### src/rtl/refsel_pkg.sv
`timescale 1ns/1ps
package refsel_pkg;

   localparam int MODE_W = 3;

   typedef enum logic [MODE_W-1:0] {
      MODE_AUTO_REV    = 3'd0,
      MODE_AUTO_NONREV = 3'd1,
      MODE_MAN_FALLBK  = 3'd2,
      MODE_MAN_HOLD    = 3'd3,
      MODE_MAN_FIXED   = 3'd4
   } sel_mode_e;

   typedef struct packed {
      logic ref_b;
      logic hold;
      logic free;
   } sel_state_t;

endpackage

### src/rtl/refsel_rank.sv
`timescale 1ns/1ps
// Strict priority comparison of the two references; polarity chosen by parameter.
module refsel_rank #(
   parameter int PRIO_W        = 4,
   parameter bit SMALL_IS_HIGH = 1'b1
) (
   input  logic [PRIO_W-1:0] prio_a,
   input  logic [PRIO_W-1:0] prio_b,
   output logic              a_higher,
   output logic              b_higher
);

   if (PRIO_W < 1 || PRIO_W > 16) begin : g_bad_width
      $error("refsel_rank: PRIO_W must be within 1..16");
   end

   if (SMALL_IS_HIGH) begin : g_small_high
      assign a_higher = (prio_a < prio_b);
      assign b_higher = (prio_b < prio_a);
   end else begin : g_large_high
      assign a_higher = (prio_a > prio_b);
      assign b_higher = (prio_b > prio_a);
   end

endmodule

### src/rtl/refsel_policy.sv
`timescale 1ns/1ps
// Combinational next-state decision for all five selection policies and overrides.
module refsel_policy
   import refsel_pkg::*;
(
   input  logic              valid_a,
   input  logic              valid_b,
   input  logic              a_higher,
   input  logic              b_higher,
   input  logic              user_sel_b,
   input  logic [MODE_W-1:0] mode,
   input  logic              force_hold,
   input  logic              force_free,
   input  logic              cur_b,
   input  logic              cur_idle,
   output sel_state_t        nxt
);

   logic auto_b;
   logic auto_hold;
   logic user_ok;
   logic cur_ok;

   // Automatic candidate: strict priority first, then stay, then position A.
   always_comb begin
      auto_b    = cur_b;
      auto_hold = 1'b0;
      if (valid_a && valid_b) begin
         if (b_higher)      auto_b = 1'b1;
         else if (a_higher) auto_b = 1'b0;
         else if (cur_idle) auto_b = 1'b0;
         else               auto_b = cur_b;
      end else if (valid_a) begin
         auto_b = 1'b0;
      end else if (valid_b) begin
         auto_b = 1'b1;
      end else begin
         auto_hold = 1'b1;
      end
   end

   assign user_ok = user_sel_b ? valid_b : valid_a;
   assign cur_ok  = cur_b      ? valid_b : valid_a;

   always_comb begin
      nxt.ref_b = cur_b;
      nxt.hold  = 1'b0;
      nxt.free  = 1'b0;
      if (force_free) begin
         nxt.free = 1'b1;
      end else if (force_hold) begin
         nxt.hold = 1'b1;
      end else begin
         case (mode)
            MODE_AUTO_NONREV: begin
               if (cur_ok && !cur_idle) begin
                  nxt.ref_b = cur_b;
               end else begin
                  nxt.ref_b = auto_b;
                  nxt.hold  = auto_hold;
               end
            end
            MODE_MAN_FALLBK: begin
               if (user_ok) begin
                  nxt.ref_b = user_sel_b;
               end else begin
                  nxt.ref_b = auto_b;
                  nxt.hold  = auto_hold;
               end
            end
            MODE_MAN_HOLD: begin
               if (user_ok) nxt.ref_b = user_sel_b;
               else         nxt.hold  = 1'b1;
            end
            MODE_MAN_FIXED: begin
               nxt.ref_b = user_sel_b;
            end
            default: begin
               nxt.ref_b = auto_b;
               nxt.hold  = auto_hold;
            end
         endcase
      end
   end

endmodule

### src/rtl/refsel_ctrl.sv
`timescale 1ns/1ps
// Two-input reference selection controller with registered outputs.
module refsel_ctrl
   import refsel_pkg::*;
#(
   parameter int PRIO_W        = 4,
   parameter bit SMALL_IS_HIGH = 1'b1
) (
   input  logic              clk,
   input  logic              rst_n,
   input  logic              valid_a,
   input  logic              valid_b,
   input  logic [PRIO_W-1:0] prio_a,
   input  logic [PRIO_W-1:0] prio_b,
   input  logic              user_sel_b,
   input  logic [MODE_W-1:0] mode,
   input  logic              force_hold,
   input  logic              force_free,
   output logic              sel_b,
   output logic              in_holdover,
   output logic              in_freerun,
   output logic              switch_pulse
);

   logic       a_higher;
   logic       b_higher;
   logic       cur_idle;
   sel_state_t nxt;

   assign cur_idle = in_holdover | in_freerun;

   refsel_rank #(
      .PRIO_W        (PRIO_W),
      .SMALL_IS_HIGH (SMALL_IS_HIGH)
   ) i_rank (
      .prio_a   (prio_a),
      .prio_b   (prio_b),
      .a_higher (a_higher),
      .b_higher (b_higher)
   );

   refsel_policy i_policy (
      .valid_a    (valid_a),
      .valid_b    (valid_b),
      .a_higher   (a_higher),
      .b_higher   (b_higher),
      .user_sel_b (user_sel_b),
      .mode       (mode),
      .force_hold (force_hold),
      .force_free (force_free),
      .cur_b      (sel_b),
      .cur_idle   (cur_idle),
      .nxt        (nxt)
   );

   always_ff @(posedge clk or negedge rst_n) begin
      if (!rst_n) begin
         sel_b        <= 1'b0;
         in_holdover  <= 1'b0;
         in_freerun   <= 1'b0;
         switch_pulse <= 1'b0;
      end else begin
         sel_b        <= nxt.ref_b;
         in_holdover  <= nxt.hold;
         in_freerun   <= nxt.free;
         switch_pulse <= (nxt.ref_b != sel_b);
      end
   end

   logic auto_mode;
   logic cur_valid;
   logic unforced;
   assign auto_mode = (mode == MODE_AUTO_REV) || (mode == MODE_AUTO_NONREV);
   assign cur_valid = sel_b ? valid_b : valid_a;
   assign unforced  = !force_hold && !force_free;

   AST_IDLE_EXCLUSIVE: assert property (@(posedge clk) disable iff (!rst_n)
      !(in_holdover && in_freerun));
   AST_FREE_WINS: assert property (@(posedge clk) disable iff (!rst_n)
      force_free |=> (in_freerun && !in_holdover));
   AST_HOLD_FORCED: assert property (@(posedge clk) disable iff (!rst_n)
      (force_hold && !force_free) |=> in_holdover);
   AST_FORCE_NO_SWITCH: assert property (@(posedge clk) disable iff (!rst_n)
      (force_hold || force_free) |=> $stable(sel_b));
   AST_NONREV_STAYS: assert property (@(posedge clk) disable iff (!rst_n)
      (mode == MODE_AUTO_NONREV && unforced && !cur_idle && cur_valid) |=> $stable(sel_b));
   AST_FIXED_FOLLOWS: assert property (@(posedge clk) disable iff (!rst_n)
      (mode == MODE_MAN_FIXED && unforced) |=> (sel_b == $past(user_sel_b) && !in_holdover));
   AST_NONE_VALID_HOLD: assert property (@(posedge clk) disable iff (!rst_n)
      (auto_mode && unforced && !valid_a && !valid_b) |=> (in_holdover && $stable(sel_b)));
   AST_PULSE_ON_CHANGE: assert property (@(posedge clk) disable iff (!rst_n)
      switch_pulse == (sel_b != $past(sel_b)));

endmodule

### config.mk
export PLATFORM = sky130hd
export DESIGN_NAME = refsel_ctrl
export DESIGN_NICKNAME = d
export VERILOG_FILES = /design/src/rtl/refsel_pkg.sv /design/src/rtl/refsel_rank.sv /design/src/rtl/refsel_policy.sv /design/src/rtl/refsel_ctrl.sv
export SDC_FILE = /design/constraint.sdc
export NUM_CORES = 1
export LEC_CHECK = 0
export BUFFER_PORTS_ARGS = -buffer_cell sky130_fd_sc_hd__buf_2
export CORE_AREA = 10 10 47 49
export DETAILED_ROUTE_END_ITERATION = 8
export DIE_AREA = 0 0 57 59
export SLEW_MARGIN = 20
export SYNTH_ARGS = -nofsm -noshare
export SYNTH_HDL_FRONTEND = slang
export SYNTH_SLANG_ARGS = --single-unit
### constraint.sdc
create_clock -name clk -period 1.4 [get_ports clk]
set_input_delay 0.07 -clock clk [delete_from_list [all_inputs] [get_ports clk]]
set_output_delay 0.07 -clock clk [all_outputs]
set_load 0.1 [all_outputs]
# == Word-level counts from Yosys, hierarchy flattened ==
# Index checks and enable logic that the tools add are counted.
# classes
bitwise_logic,1
mux,23
eq_ne,5
n_lt_le_gt_ge,2
n_reduce_logical,3
# op_table
op,count
$mux W1,20
$lt A4 B4 Y1,2
$pmux W1 S4,2
$eq A3 B2 Y1 const B,2
$eq A3 B1 Y1 const B,1
$eq A3 B3 Y1 const B,1
$logic_and A1 B1 Y1,2
$mux W2,1
$logic_not A1 Y1,1
$ne A1 B1 Y1,1
$or A1 B1 Y1,1
# word_totals
register_bits,4
word_cells,38
in_bits,18

# == Logic depth before layout (Yosys ltp) ==
# logic_depth
depth_word,10
depth_mapped,8
ltp_nobuf,8

# == Modules after synthesis ==
# From an unflattened synthesis, not the netlist that was laid out.
# hier_totals
hier_cells,50
hier_area_um2,411.6
# modules_own_cells
mod,cells_each,n_inst,area_per_inst_um2
refsel_policy,29,1,182.7
refsel_ctrl,6,1,115.1
refsel_rank,15,1,113.9

# == Worst setup path before layout ==
# No wires, ideal clock.
# synth_timing
path_kind,reg-to-reg
startpoint,register sel_b
endpoint,register switch_pulse
t_arrival_ps,2001
setup_slack_ps,-726
setup_time_ps,125
synth_period_minus_slack_ps,2126
t_required_ps,1275
path_stages_with_launch,7
cell_sequence,dfrtp_1 inv_2 o41ai_2 a21oi_1 a21oi_2 o21ai_2 mux2_4
# synth_via
elab_chain_len,9
elab_cells_between_ends,15
classes_between,eq/ne (1); mux (13); reduce/logical (1)
# synth_rtl
item,line,source
from (decl),refsel_ctrl.sv:19,"output logic sel_b,"
from (signal assigned),refsel_ctrl.sv:63,sel_b <= nxt.ref_b;
$mux W1,refsel_policy.sv:31,else if (cur_idle) auto_b = 1'b0;
$mux W1,refsel_policy.sv:30,else if (a_higher) auto_b = 1'b0;
$mux W1,refsel_policy.sv:29,if (b_higher) auto_b = 1'b1;
$mux W1,refsel_policy.sv:28,if (valid_a && valid_b) begin
$mux W1 (on tied branches),"refsel_policy.sv:64, refsel_policy.sv:56",
$pmux W1 S4,refsel_policy.sv:54,case (mode)
$mux W1,refsel_policy.sv:51,end else if (force_hold) begin
$mux W2,refsel_policy.sv:49,if (force_free) begin
$ne A1 B1 Y1 (*),refsel_ctrl.sv:66,switch_pulse <= (nxt.ref_b != sel_b);
to (signal assigned),refsel_ctrl.sv:66,
to (decl),refsel_ctrl.sv:22,output logic switch_pulse
# Every way passes the cells marked *; elsewhere a longest branch is shown, timed or not.

# == Worst setup path in the final report ==
# layout_timing
startpoint,register in_freerun
endpoint,register switch_pulse
# layout_via
elab_chain_len,10
elab_cells_between_ends,13
classes_between,eq/ne (1); mux (9); bitwise (1); reduce/logical (2)
# layout_rtl
item,line,source
from (decl),refsel_ctrl.sv:21,"output logic in_freerun,"
from (signal assigned),refsel_ctrl.sv:65,in_freerun <= nxt.free;
$or A1 B1 Y1 (*),refsel_ctrl.sv:30,assign cur_idle = in_holdover | in_freerun;
$mux W1,refsel_policy.sv:31,
$mux W1,refsel_policy.sv:30,
$mux W1,refsel_policy.sv:29,
$mux W1,refsel_policy.sv:28,
$mux W1 (on tied branches),"refsel_policy.sv:64, refsel_policy.sv:56",
$pmux W1 S4 (*),refsel_policy.sv:54,
$mux W1 (*),refsel_policy.sv:51,
$mux W2 (*),refsel_policy.sv:49,
$ne A1 B1 Y1 (*),refsel_ctrl.sv:66,
# Marks and branches as above.

==> metrics.cfg <==
[timing]
hold_viol = 0
slew_viol_final = 0
slew-limit-headroom_pct = 67.5
fin_crit_ps = 1490
setup_viol = 1
fin_crit_sh_pct = 106
fin_skew_ps = 1.64
fin_hold_ws_ps = 63.5
max_freq_mhz = 672
fin_tns_setup_ps = -87.1
worst_slack_ps = -87.1
rsz0062_at_grt = yes
worst_slew_pin_slew_ps = 490

[power]
ir_drop_mv = 0.505
p_int_mw = 0.342
seq_power_share_pct = 25.6
power_switching_mw = 0.253
power_mw = 0.595
pwr-share-clk_pct = 27.3
powerDensity_nw_per_um2 = 907
leakagePower_nw = 0.326
combinationalPowerShare_pct = 47.1
p_sw_share_pct = 42.5

[worst_setup_path]
required_ps = 1520
arrival_ps = 1610
critPathLaunchType = flop
critical_path.endpoint_type = flop
cp_max_fo = 3
critPathKind = reg2reg

[clock_network]
cts_tree = done
cts_inserted_buffers = 3
h-tree-depth = 1
path_clk_slew_ps = 40
insertion_delay_ps = 240
cts_sinks = 4
root_buffer = clkbuf_4
clockBufferDepth = 2

[logic_synthesis]
yosys_warnings = 0
synthCells = 53
syn_area_per_cell_sq_um = 7.93
synth-seq-area-share_pct = 23.8
ys_ff_latch = 4
synth.distinct_cells = 24
synth_nets = 75
netlist_area_sq_um = 420

[min_path]
min_path_type = in2reg

[floorplan]
die-area_sq_um = 3360
fp.dieW_um = 57
io-pin-count = 22
rows = 14
fp.coreArea_sq_um = 1400
initial_core_util_pct = 30.0
die_h_um = 59

[cells_and_area]
num_antenna_cells = 0
mostFrequentLayoutCells = 21 x buf_2, 6 x inv_1, 5 x nor2_1
syn2layout_area_growth_pct = 56.0
layout_commonest_cell = buf_2
fin_cells = 100
drive_above_1_share_pct = 46.4
nets = 107

[flow_run]
timing.max_cap.violations = 0

[route]
post-route-drc-count = 0
drt_iter0_markers = 4
dr_total_vias = 490
wl_um = 1240
via_per_inst = 4.90
wl_per_cell_um = 12.4
dr.pass1.iters = 4
ant_nets = 0

[place]
place_congestion = 0.729
place_ws_ps = -239
dp_cells = 94
io_buffer_count = 21
dp_hpwl_um = 1000

[global_route]
grtUsageTotal_pct = 7.24
antenna_found_initial = 0
grt_pass1_vias = 491
grt_start_max_net_pins = 7
grt.overflow.total = 0
grt_pass1_wl_um = 1950

[run_status]
violations = setup timing
status = complete, but fails checks

per-stage QoR:
step	instance area (sq um)	util, %
floorplan	437	-
finish	656	46.8
detailed placement	592	42.2
CTS	638	45.5
global placement	592	42.2
global route	656	46.8
critical path, cell delays in order, from the launching register on:
cell and delay [ps]:
dfrtp_4 480, o41ai_4 330, a21oi_2 60, a21oi_2 120
o21ai_2 80, mux2_4 300
cells by family (layout without fill, tap and decap cells):
logic type               count (synthesis)  in the layout  synth area share [%]
AO/OA/AOI/OAI                           19             19                  31.0
AND/OR/NAND/NOR                         17             17                  21.4
buffers and inverters                    7             38                  6.25
adder cells (fa/ha/maj)                  4              4                  11.9
flip-flops                               4              4                  23.8
XOR/XNOR                                 1              1                  2.08
multiplexers                             1              1                  3.57
power groups by stage:
stage	Clock [mW]	Combinational [mW]	Sequential [mW]
after detailed placement	0	0.269	0.152
after CTS	0.171	0.274	0.150
after global routing	0.181	0.306	0.154
final	0.162	0.280	0.152
after global placement	0	0.268	0.153
after floorplan	0	0.0876	0.241
Yosys cell counts:
cell,count,area (sq um)
a21oi_1,5,25.0
nand4b_1,1,8.76
o22ai_1,1,6.26
nor2b_1,3,18.8
o21ai_0,4,20.0
mux2_4,1,15.0
a41o_1,1,10.0
dfrtp_1,4,100
nand4_1,1,6.26
xnor2_1,1,8.76
inv_2,1,3.75
a21oi_2,1,8.76
inv_1,6,22.5
o21ai_2,1,8.76
ha_1,4,50.1
nand2b_1,2,12.5
nor3b_1,1,7.51
o41ai_2,1,16.3
a31oi_1,2,12.5
nand2_1,1,3.75
o31ai_1,1,7.51
nor3_1,2,10.0
nor2_1,6,22.5
o211ai_1,2,15.0
final cells by class:
cell class | instances | area, sq um
inverters | 7 | 26.3
multi-input cells | 42 | 319
fillers | 154 | 746
repair buffers | 27 | 155
clock buffers | 4 | 26.3
flip-flops and latches | 4 | 109
well taps | 16 | 20.0
worst paths after layout:
path	startpoint	endpoint	slack, ps	cells after the start
setup / recovery	in_freerun	switch_pulse	-90	5
hold / removal	force_hold	sel_b	60	2
setup reg to reg	in_freerun	switch_pulse	-90	5
hold reg to reg	sel_b	sel_b	760	3
max in group asynchronous	rst_n	sel_b	1100	2
min in group asynchronous	rst_n	in_freerun	160	2
flip-flops by register name, summed over array words and instances, names as in the netlist:
name	count
in_holdover	1
in_freerun	1
switch_pulse	1
sel_b	1
per-layer routing:
layer  global-route usage, %  wire length, um  vias to the layer above
met5                       0                0                        -
li1                        -                -                      256
met4                    5.03               30                        0
met2                    13.2              667                       12
met3                    2.79               61                        4
met1                    6.47              483                      218
repair_timing:
action | CTS | global route
resized for setup | 0 | 3
endpoints found under the setup margin | 1 | 2
buffers inserted | 0 | 0
hold endpoints to repair | 5 | 0
hold buffers | 2 | 0
Power figures use the tool's default switching activity.
